===== config.mk =====
export PLATFORM = sky130hd
export DESIGN_NAME = instr_op_decode
export DESIGN_NICKNAME = d
export VERILOG_FILES = /design/src/rtl/instr_chk_pkg.sv /design/src/rtl/instr_op_decode.sv
export SDC_FILE = /design/constraint.sdc
export NUM_CORES = 1
export LEC_CHECK = 0
export ABC_CLOCK_PERIOD_IN_PS = 800
export CELL_PAD_IN_SITES_DETAIL_PLACEMENT = 1
export CELL_PAD_IN_SITES_GLOBAL_PLACEMENT = 2
export CORE_AREA = 2 2 39 41
export DETAILED_ROUTE_END_ITERATION = 8
export DIE_AREA = 0 0 41 43
export PLACE_DENSITY = 0.66
export SYNTH_ARGS = -nofsm -noshare
export SYNTH_HDL_FRONTEND = slang
export SYNTH_SLANG_ARGS = --single-unit

===== constraint.sdc =====
create_clock -name vclk -period 0.8
set_input_delay 0.08 -clock vclk [all_inputs]
set_output_delay 0.08 -clock vclk [all_outputs]
set_load 0.01 [all_outputs]

===== src/rtl/instr_chk_pkg.sv =====
package instr_chk_pkg;
  localparam int WORD_W = 32;
  localparam int OPC_W  = 5;
  localparam int REG_W  = 5;
  localparam int FLD_W  = 17;

  typedef enum logic [OPC_W-1:0] {
    OP_HALT = 5'd0,  OP_SYSCALL = 5'd1,  OP_ADD = 5'd2,   OP_SUB = 5'd3,
    OP_MUL  = 5'd4,  OP_QUOT    = 5'd5,  OP_MOD = 5'd6,   OP_AND = 5'd7,
    OP_OR   = 5'd8,  OP_NEG     = 5'd9,  OP_NOT = 5'd10,  OP_EQL = 5'd11,
    OP_NEQ  = 5'd12, OP_LT      = 5'd13, OP_LE  = 5'd14,  OP_GT  = 5'd15,
    OP_GE   = 5'd16, OP_MOVE    = 5'd17, OP_LW  = 5'd18,  OP_SW  = 5'd19,
    OP_LI   = 5'd20, OP_BRANCH  = 5'd21
  } op_e;

  typedef struct packed {
    logic use_r1;
    logic use_r2;
    logic use_addr;
    logic use_imm;
    logic writes_r1;
  } use_t;
endpackage


===== src/rtl/instr_op_decode.sv =====
module instr_op_decode
  import instr_chk_pkg::*;
#(
  parameter int NUM_OPS = 22
) (
  input  logic [OPC_W-1:0] opcode_i,
  output logic             known_o,
  output use_t             use_o
);
  localparam logic [OPC_W-1:0] OP_LAST = OPC_W'(NUM_OPS - 1);

  assign known_o = (opcode_i <= OP_LAST);

  always_comb begin
    use_o = '0;
    case (opcode_i)
      OP_ADD, OP_SUB, OP_MUL, OP_QUOT, OP_MOD, OP_AND, OP_OR, OP_MOVE: begin
        use_o.use_r1    = 1'b1;
        use_o.use_r2    = 1'b1;
        use_o.writes_r1 = 1'b1;
      end
      OP_NEG, OP_NOT: begin
        use_o.use_r1    = 1'b1;
        use_o.writes_r1 = 1'b1;
      end
      OP_EQL, OP_NEQ, OP_LT, OP_LE, OP_GT, OP_GE: begin
        use_o.use_r1 = 1'b1;
        use_o.use_r2 = 1'b1;
      end
      OP_LW: begin
        use_o.use_r1    = 1'b1;
        use_o.use_addr  = 1'b1;
        use_o.writes_r1 = 1'b1;
      end
      OP_SW: begin
        use_o.use_r1   = 1'b1;
        use_o.use_addr = 1'b1;
      end
      OP_LI: begin
        use_o.use_r1    = 1'b1;
        use_o.use_imm   = 1'b1;
        use_o.writes_r1 = 1'b1;
      end
      OP_BRANCH: use_o.use_addr = 1'b1;
      default:   use_o = '0;
    endcase
  end
endmodule


[Word level (Yosys, flattened, before mapping)]
Cells that the tools add are included.
Word-level totals
  register bits: 0
  latch bits: 0
  memory bits (writable): 0
  bits in read-only memories: 0
  output and inout port bits: 6
  logic and storage cells: 30
  memories: 0
Operators by class
  add/subtract/negate cells: 0
  multipliers: 0
  divide/modulo/power cells: 0
  $lt $le $gt $ge: 1
  eq/ne operators: 20
  shift operators: 0
  mux-type cells: 5
  bitwise gates (word level): 0
  reduce and logical (&&, ||, !) cells: 4
Operators by type and width (count)
  5-bit by 4-bit == test with 1-bit output, second input constant: 8
  5-bit == test, second input constant: 6
  5-bit by 3-bit == test with 1-bit output, second input constant: 4
  19-bit OR reduction: 1
  14-bit OR reduction: 1
  12-bit OR reduction: 1
  5-bit by 2-bit == test with 1-bit output, second input constant: 2
  5-bit <= comparator, second input constant: 1
  1-bit 2-to-1 mux: 5
  3-bit OR reduction: 1

[Longest topological paths before layout]
Gate-level depths: netlist of run 1.
  depth after elaboration: 3
  depth in mapped cells: 4

[Worst setup path after synthesis of run 1]
Ideal clock, no wire load.
  path kind: input to output
  start: in opcode_i[1]
  end: out use_o[0] in the netlist's numbering
  data arrival time: 0.780 ns
  setup slack: -0.060 ns
  stages: 3
  path buffers: 1
  cells stage by stage: buf_6 > o41a_1 > and3_1
RTL lines
  from (decl): RTL line instr_op_decode.sv:6  | input logic [OPC_W-1:0] opcode_i,
  to (decl): RTL line instr_op_decode.sv:8  | output use_t use_o

==> results.yml, run 1 <==
route:
  drt_iter0_markers: 1
  drt_wl_total_um: 693
  wl_per_cell_um: 12.2
  drc_errors: 0
  route.vias.total: 263
  drtPass1Iterations: 4
  viasPerCell: 4.61
  final_antenna_net_count: 0
critical_path:
  cp_max_fo: 6
  endpoint_kind: "output pin"
  worstSetupPathType: "input port to output pin"
  cp-start-kind: "input port"
  critPathArrivalTime_ns: 0.87
  cp.required_ns: 0.72
die:
  io_pins: 11
  coreArea_sq_mm: 0.00138
  die_y_um: 43
  die_w_um: 41
  rows: 14
  initial_core_util_pct: 14.6
  dieArea_sq_mm: 0.00176
sta:
  maxClockFrequency_ghz: 1.05
  worst_slew_pin_slew_ns: 0.246
  drv_slew: 0
  hold_violations: 0
  finalCritPeriodShare_pct: 119
  slew_headroom_pct: 83.5
  tns_ns: -0.393
  hold-worst-slack_ns: 0.447
  finalWorstSetupSlack_ns: -0.152
  period_needed_ns: 0.952
  finalSetupViolCount: 4
  rsz0062_at_grt: "yes"
pwr:
  p_seq_share_pct: 0
  combPwrFrac_pct: 100.0
  leakage_nw: 0.189
  peakVddDrop_v: 0.000182
  pwr-share-clk_pct: 0
  p_total_mw: 0.237
  p_sw_share_pct: 41.0
  pwr_density_cell_mw_per_mm2: 546
  switchingPower_mw: 0.0972
  p_int_mw: 0.140
logic_synthesis:
  synthXorXnorAreaFrac_pct: 4.35
  synthSimpleGateAreaFrac_pct: 42.9
  synth.cell_area_sq_um: 201
  synthAdderAreaFrac_pct: 0
  yosysSeqAreaShare_pct: 0
  synth.mux.area_fraction_pct: 5.59
  synth_cells: 26
  synth-compound-area-share_pct: 28.6
  synth.net_count: 31
  ys_warn_count: 0
  synth_top_family_by_area: "simple AND/OR/NAND/NOR gates"
  ys_types: 20
  avgSynthCellArea_sq_um: 7.75
cells_and_area:
  drive_above_1_share_pct: 70.7
  area_delta_synth_final_pct: 116
  num-fill-cells: 166
  antennaDiodeCount: 0
  n_clock_buffer: 0
  numSequentialCells: 0
  final_nets: 48
  seq_area_sq_um: 0
  final_area_sq_um: 434
worst_hold_path:
  holdCritPathClass: "input port to output pin"
placement:
  gp_congestion: 0.606
  placedInstanceArea_sq_um: 344
  preCtsSetupSlack_ns: -1.04
  place_hpwl_um: 465
  numPortBuffers: 11
global_route:
  grt_pass1_vias: 265
  grt_pass1_wl_mm: 1.08
  grt.total_usage_pct: 8.29
  antenna_found_initial: 0
  grt_max_degree: 9
  grt-ovfl-total: 0
job:
  cap_violations: 0
status:
  violations: "negative setup slack"
  outcome: "finished with violations"
clock_tree:
  cts.hold.buffers_added: 0
==> synth_stat cells <==
library cell,count,area (sq um)
buf_6,2,22.5
buf_4,2,15.0
o21ai_0,1,5.00
and4b_1,2,20.0
nor3b_2,1,12.5
nand2b_1,2,12.5
nor4_2,1,12.5
o211a_1,1,10.0
o21ai_1,2,10.0
and2_1,1,6.26
nor2_1,1,3.75
and3_1,1,6.26
o31ai_1,1,7.51
o31a_1,1,8.76
mux2_2,1,11.3
o41a_1,1,11.3
xnor2_1,1,8.76
nand2_1,2,7.51
nor3_1,1,5.00
a21oi_1,1,5.00
==> area by class of cell <==
type                            instances  area [sq um]  area share, %
Timing Repair Buffer                   19           193           44.4
Tap cell                               16          20.0           4.61
Multi-Input combinational cell         22           221           51.0
==> per-stage QoR <==
stage | std cells | utilization, %
after global placement | 55 | 24.9
after floorplan | 26 | -
after global routing | 57 | 31.4
after CTS | 57 | 30.7
after detailed placement | 55 | 24.9
final | 57 | 31.4
==> final timing paths <==
path,start,to,slack [ns],depth (start not counted)
hold / removal,opcode_i[4],known_o,0.45,3
setup / recovery,opcode_i[3],use_o[0],-0.15,5
==> worst max-delay path, stage by stage <==
cell    delay (ns)
buf_12        0.11
buf_6         0.11
o41a_1        0.30
and3_4        0.15
buf_6         0.11
==> power by group through the flow <==
stage               registers (mW)  logic, mW  clock network [mW]
finish                           0      0.237                   0
global route                     0      0.256                   0
CTS                              0      0.229                   0
detailed placement               0      0.185                   0
global placement                 0      0.181                   0
floorplan                        0      0.106                   0
==> placed cells by master, fill, tap and decap left out, drive strengths merged <==
cell,count
nand2b,2
and2,1
and4b,2
nor2,1
nor3b,1
o41a,1
o31ai,1
o21ai,3
o31a,1
nor4,1
and3,1
mux2,1
o211a,1
a21oi,1
buf,19
nand2,2
nor3,1
xnor2,1
==> routing by layer <==
metal | share of wire (%) | routed length, um | global-route usage, % | vias up
met4 | 0 | 0 | 0 | 0
met2 | 52 | 362 | 16.3 | 13
met5 | 0 | 0 | 0 | -
met3 | 9.2 | 64 | 0 | 0
li1 | - | - | - | 129
met1 | 38 | 266 | 9.81 | 121
==> logic make-up after synthesis <==
group           after synthesis
compound gates                8
mux                           1
simple gates                 12
buf+inv                       4
xor+xnor                      1
==> repair_timing <==
item,in CTS,in global routing
setup buffers,2,0
gates resized for setup,74,4
pin swaps,3,1
setup endpoints to repair,6,6
cloned,0,0
No activity file was read; power rests on OpenSTA's default activity.
==> inputs of run 2 (changes only) <==
Settings changed: ABC_CLOCK_PERIOD_IN_PS 800 to 1030, PLACE_DENSITY 0.66 to 0.64, RECOVER_POWER set to 50.
Clock period 0.8 ns to 1.03 ns, I/O delays scaled along.
==> run 2 against run 1 <==
Against the previous run: the flow now finishes without violations; first-iteration DRC count grew 100%; cell count unchanged; die area did not move; wire length down 1.4%; power is 35% lower; highest routed layer unchanged.
==> results.yml, run 2 (synthesized netlist as in run 1, its figures left out) <==
cells_and_area:
  antennaDiodeCount: 0
  n_clock_buffer: 0
  area_delta_synth_final_pct: 88.8
  final_nets: 48
  numSequentialCells: 0
  layout_common_cells: "buf_4 (6), buf_6 (6), buf_2 (5)"
  seq_area_sq_um: 0
  drive_above_1_share_pct: 61.0
  num-fill-cells: 170
sta:
  finalSetupViolCount: 0
  finalCritPeriodShare_pct: 99.5
  worst_slew_pin_slew_ns: 0.238
  tns_ns: 0
  slew_headroom_pct: 84.0
  rsz0062_at_grt: "yes"
  period_needed_ns: 1.02
  maxClockFrequency_ghz: 0.976
  drv_slew: 0
  hold_violations: 0
die:
  coreArea_sq_mm: 0.00138
  die_y_um: 43
  dieArea_sq_mm: 0.00176
  rows: 14
  die_w_um: 41
  io_pins: 11
  initial_core_util_pct: 14.6
pwr:
  pwr_density_cell_mw_per_mm2: 403
  p_total_mw: 0.153
  peakVddDrop_v: 0.000112
  leakage_nw: 0.167
global_route:
  grt-ovfl-total: 0
  grt_pass1_wl_mm: 1.15
  grt_pass1_vias: 253
  antenna_found_initial: 0
  grt_max_degree: 9
  grt.total_usage_pct: 8.69
clock_tree:
  post_cts.repair.setup_buffers: 0
  cts.hold.buffers_added: 0
placement:
  place_hpwl_um: 549
  numPortBuffers: 11
  gp_congestion: 0.655
route:
  final_antenna_net_count: 0
  wl_per_cell_um: 12.0
  viasPerCell: 4.68
  drtPass1Iterations: 3
  drt_iter0_markers: 2
  drc_errors: 0
  route.vias.total: 267
  drt_wl_total_um: 683
worst_hold_path:
  holdCritPathClass: "input port to output pin"
  hold_start: "opcode_i[3]"
  hold_path_end: "use_o[2]"
  hold_depth: 4
job:
  cap_violations: 0
critical_path:
  slowest_stage: "o41a_1"
  cp_max_fo: 7
  cp.required_ns: 0.93
  endpoint_kind: "output pin"
  slowest_delay_ns: 0.40
  cp-start-kind: "input port"
  worstSetupPathType: "input port to output pin"
  critPathArrivalTime_ns: 0.92
  worstPathCellList: "buf_4, o41a_1, and3_1, buf_2"
status:
  outcome: "complete, no violations"
==> run 2: cell count changes in the layout (fill, tap and decap cells not counted), moves of 2 or more <==
| cell | before | now |
|---|---|---|
| buf_12 | 2 | 0 |
| buf_4 | 4 | 6 |
| buf_8 | 2 | 0 |
| o21ai_1 | 2 | 0 |
==> run 2: cell type report <==
cell class,instances,area [sq um],area share (%)
Tap cell,16,20.0,5.26
Timing Repair Buffer,19,158,41.4
Multi-Input combinational cell,22,203,53.3
==> run 2: where the power goes <==
part	total [mW]	leakage, nW	switching (mW)	internal, mW
sequential	0	0	0	0
clock	0	0	0	0
combinational	0.153	0.167	0.0716	0.0815
total	0.153	0.167	0.0716	0.0815
==> run 2: worst max-delay path, delay by kind of cell <==
kind                   cells  cell delay [ns]
AND/OR/NAND/NOR            1             0.15
buffers and inverters      2             0.27
AO/OA/AOI/OAI              1             0.40
==> run 2: metal layers <==
layer / global-route usage [%] / vias to the layer above / routed length [um]
met1: 12.3 / 127 / 318
met4: 0 / 0 / 0
li1: - / 130 / -
met5: 0 / - / 0
met3: 0.524 / 0 / 37
met2: 14.7 / 10 / 327
==> run 2: per-stage QoR <==
| stage | hold WS [ns] | cells | util [%] | cell area [sq um] | setup WS, ns |
|---|---|---|---|---|---|
| after floorplan | 0.390 | 26 | - | 201 | 0.124 |
| after global placement | 1.45 | 57 | 25.6 | 354 | -0.850 |
| after detailed placement | 1.45 | 57 | 25.6 | 354 | -0.902 |
| after CTS | 0.584 | 57 | 24.8 | 343 | -0.0251 |
| after global routing | 0.608 | 57 | 27.5 | 380 | -0.0364 |
| final | 0.588 | 57 | 27.5 | 380 | 0.00524 |
==> run 2: worst max-delay path by stage <==
stage                     start        to  slack, ns  cells past startpoint
floorplan           opcode_i[1]  use_o[0]       0.12                      3
global placement    opcode_i[3]  use_o[0]      -0.85                      5
detailed placement  opcode_i[3]  use_o[0]      -0.90                      5
CTS                 opcode_i[1]  use_o[0]      -0.03                      5
global route        opcode_i[3]  use_o[0]      -0.04                      5
finish              opcode_i[0]  use_o[0]      0.005                      4
==> run 2: repair_timing <==
item / 4_1_cts / 5_1_grt
endpoints found under the setup margin: 6 / 4
resized for setup: 49 / 9
pin swaps: 2 / 1
cloned: 0 / 0
==> inputs of run 3 (changes only) <==
Settings changed: TNS_END_PERCENT set to 5.
==> run 3 against run 2 <==
Against the previous run: critical path type unchanged; power rose by 0.89%; flip-flop and latch count did not move; final area rose by 0.99%; wire length fell by 1.8%; via count fell by 1.5%; critical endpoint unchanged; setup slack got worse by 0.0050 ns; hold slack got worse by 0.021 ns.
==> results.yml, run 3 (synthesized netlist as in run 1, its figures left out) <==
cells_and_area:
  layout_common_cells: "buf_4 (6), buf_6 (5), buf_2 (5)"
  final_area_sq_um: 384
  numSequentialCells: 0
  seq_area_sq_um: 0
  area_delta_synth_final_pct: 90.7
  finalNonFillerCells: 57
  n_clock_buffer: 0
  antennaDiodeCount: 0
  final_common_cell: "buf_4"
  drive_above_1_share_pct: 61.0
  final_nets: 48
pwr:
  switchingPower_mw: 0.0706
  p_seq_share_pct: 0
  peakVddDrop_v: 0.000117
  pwr-share-clk_pct: 0
  p_int_mw: 0.0838
  p_sw_share_pct: 45.7
  pwr_density_cell_mw_per_mm2: 402
  combPwrFrac_pct: 100.0
  leakage_nw: 0.165
global_route:
  grt-ovfl-total: 0
  antenna_found_initial: 0
  grt_pass1_vias: 253
  grt_max_degree: 9
  grt_pass1_wl_mm: 1.15
  grt.total_usage_pct: 8.69
sta:
  worst_slew_pin_slew_ns: 0.239
  finalSetupViolCount: 0
  finalCritPeriodShare_pct: 100
  drv_slew: 0
  hold_violations: 0
  slew_headroom_pct: 84.0
  period_needed_ns: 1.03
  maxClockFrequency_ghz: 0.971
  rsz0062_at_grt: "yes"
route:
  viasPerCell: 4.61
  drtPass1Iterations: 4
  route.vias.total: 263
  final_antenna_net_count: 0
  drt_wl_total_um: 671
  drc_errors: 0
  wl_per_cell_um: 11.8
  drt_iter0_markers: 3
critical_path:
  cp-start-kind: "input port"
  worstSetupPathType: "input port to output pin"
  cp.required_ns: 0.93
  worstPathCellList: "buf_12, buf_6, o41a_1, and3_1, buf_2"
  slowest_delay_ns: 0.30
  cp_max_fo: 6
  slowest_stage: "o41a_1"
  endpoint_kind: "output pin"
  critPathArrivalTime_ns: 0.93
worst_hold_path:
  holdCritPathClass: "input port to output pin"
clock_tree:
  cts.hold.buffers_added: 0
  post_cts.repair.setup_buffers: 0
die:
  die_w_um: 41
  rows: 14
  io_pins: 11
  dieArea_sq_mm: 0.00176
  die_y_um: 43
  initial_core_util_pct: 14.6
  coreArea_sq_mm: 0.00138
placement:
  placedInstanceArea_sq_um: 354
  gp_congestion: 0.655
  place_hpwl_um: 549
  dp_cells: 57
  numPortBuffers: 11
job:
  cap_violations: 0
status:
  outcome: "complete, no violations"
run 3: metrics by stage:
stage	hold WS (ns)	power (mW)	setup TNS (ns)	setup WS (ns)	util (%)
2_1_floorplan	0.390	0.0751	0	0.124	-
3_3_place_gp	1.45	0.141	-4.59	-0.850	25.6
3_5_place_dp	1.45	0.147	-4.78	-0.902	25.6
4_1_cts	0.618	0.137	-0.0616	-0.0503	24.5
5_1_grt	0.582	0.169	-0.0417	-0.0340	27.8
6_report	0.567	0.154	0	0.000279	27.8
run 3: worst paths after layout:
kind / startpoint / endpoint / slack (ns) / cells past startpoint
hold / removal: opcode_i[3] / use_o[2] / 0.57 / 4
setup / recovery: opcode_i[3] / use_o[0] / 0.0003 / 5
run 3: power groups by stage:
stage / sequential, mW / clock (mW) / combinational (mW)
after floorplan: 0 / 0 / 0.0751
after CTS: 0 / 0 / 0.137
after global placement: 0 / 0 / 0.141
after detailed placement: 0 / 0 / 0.147
final: 0 / 0 / 0.154
after global routing: 0 / 0 / 0.169
run 3: what timing repair did:
| action | in CTS | in global routing |
|---|---|---|
| resized for setup | 48 | 12 |
| pin swaps | 2 | 2 |
| hold endpoints to repair | 0 | 0 |
| setup endpoints to repair | 6 | 4 |
run 3: final cells by class:
type,count,area (sq um)
Fill cell,172,1000
Multi-Input combinational cell,22,198
Timing Repair Buffer,19,166
Tap cell,16,20.0
run 3: worst max-delay path: cells and delay by family:
family	cells	cell delay, ns
AOI/OAI and AO/OA	1	0.30
and+or+nand+nor	1	0.17
buffers and inverters	3	0.35
run 3: layer usage:
metal	GRT usage (%)	up-vias	part of all wire (%)
li1	-	129	-
met1	12.3	124	45
met2	14.7	10	47
met3	0.524	0	7.2
met4	0	0	0
met5	0	-	0
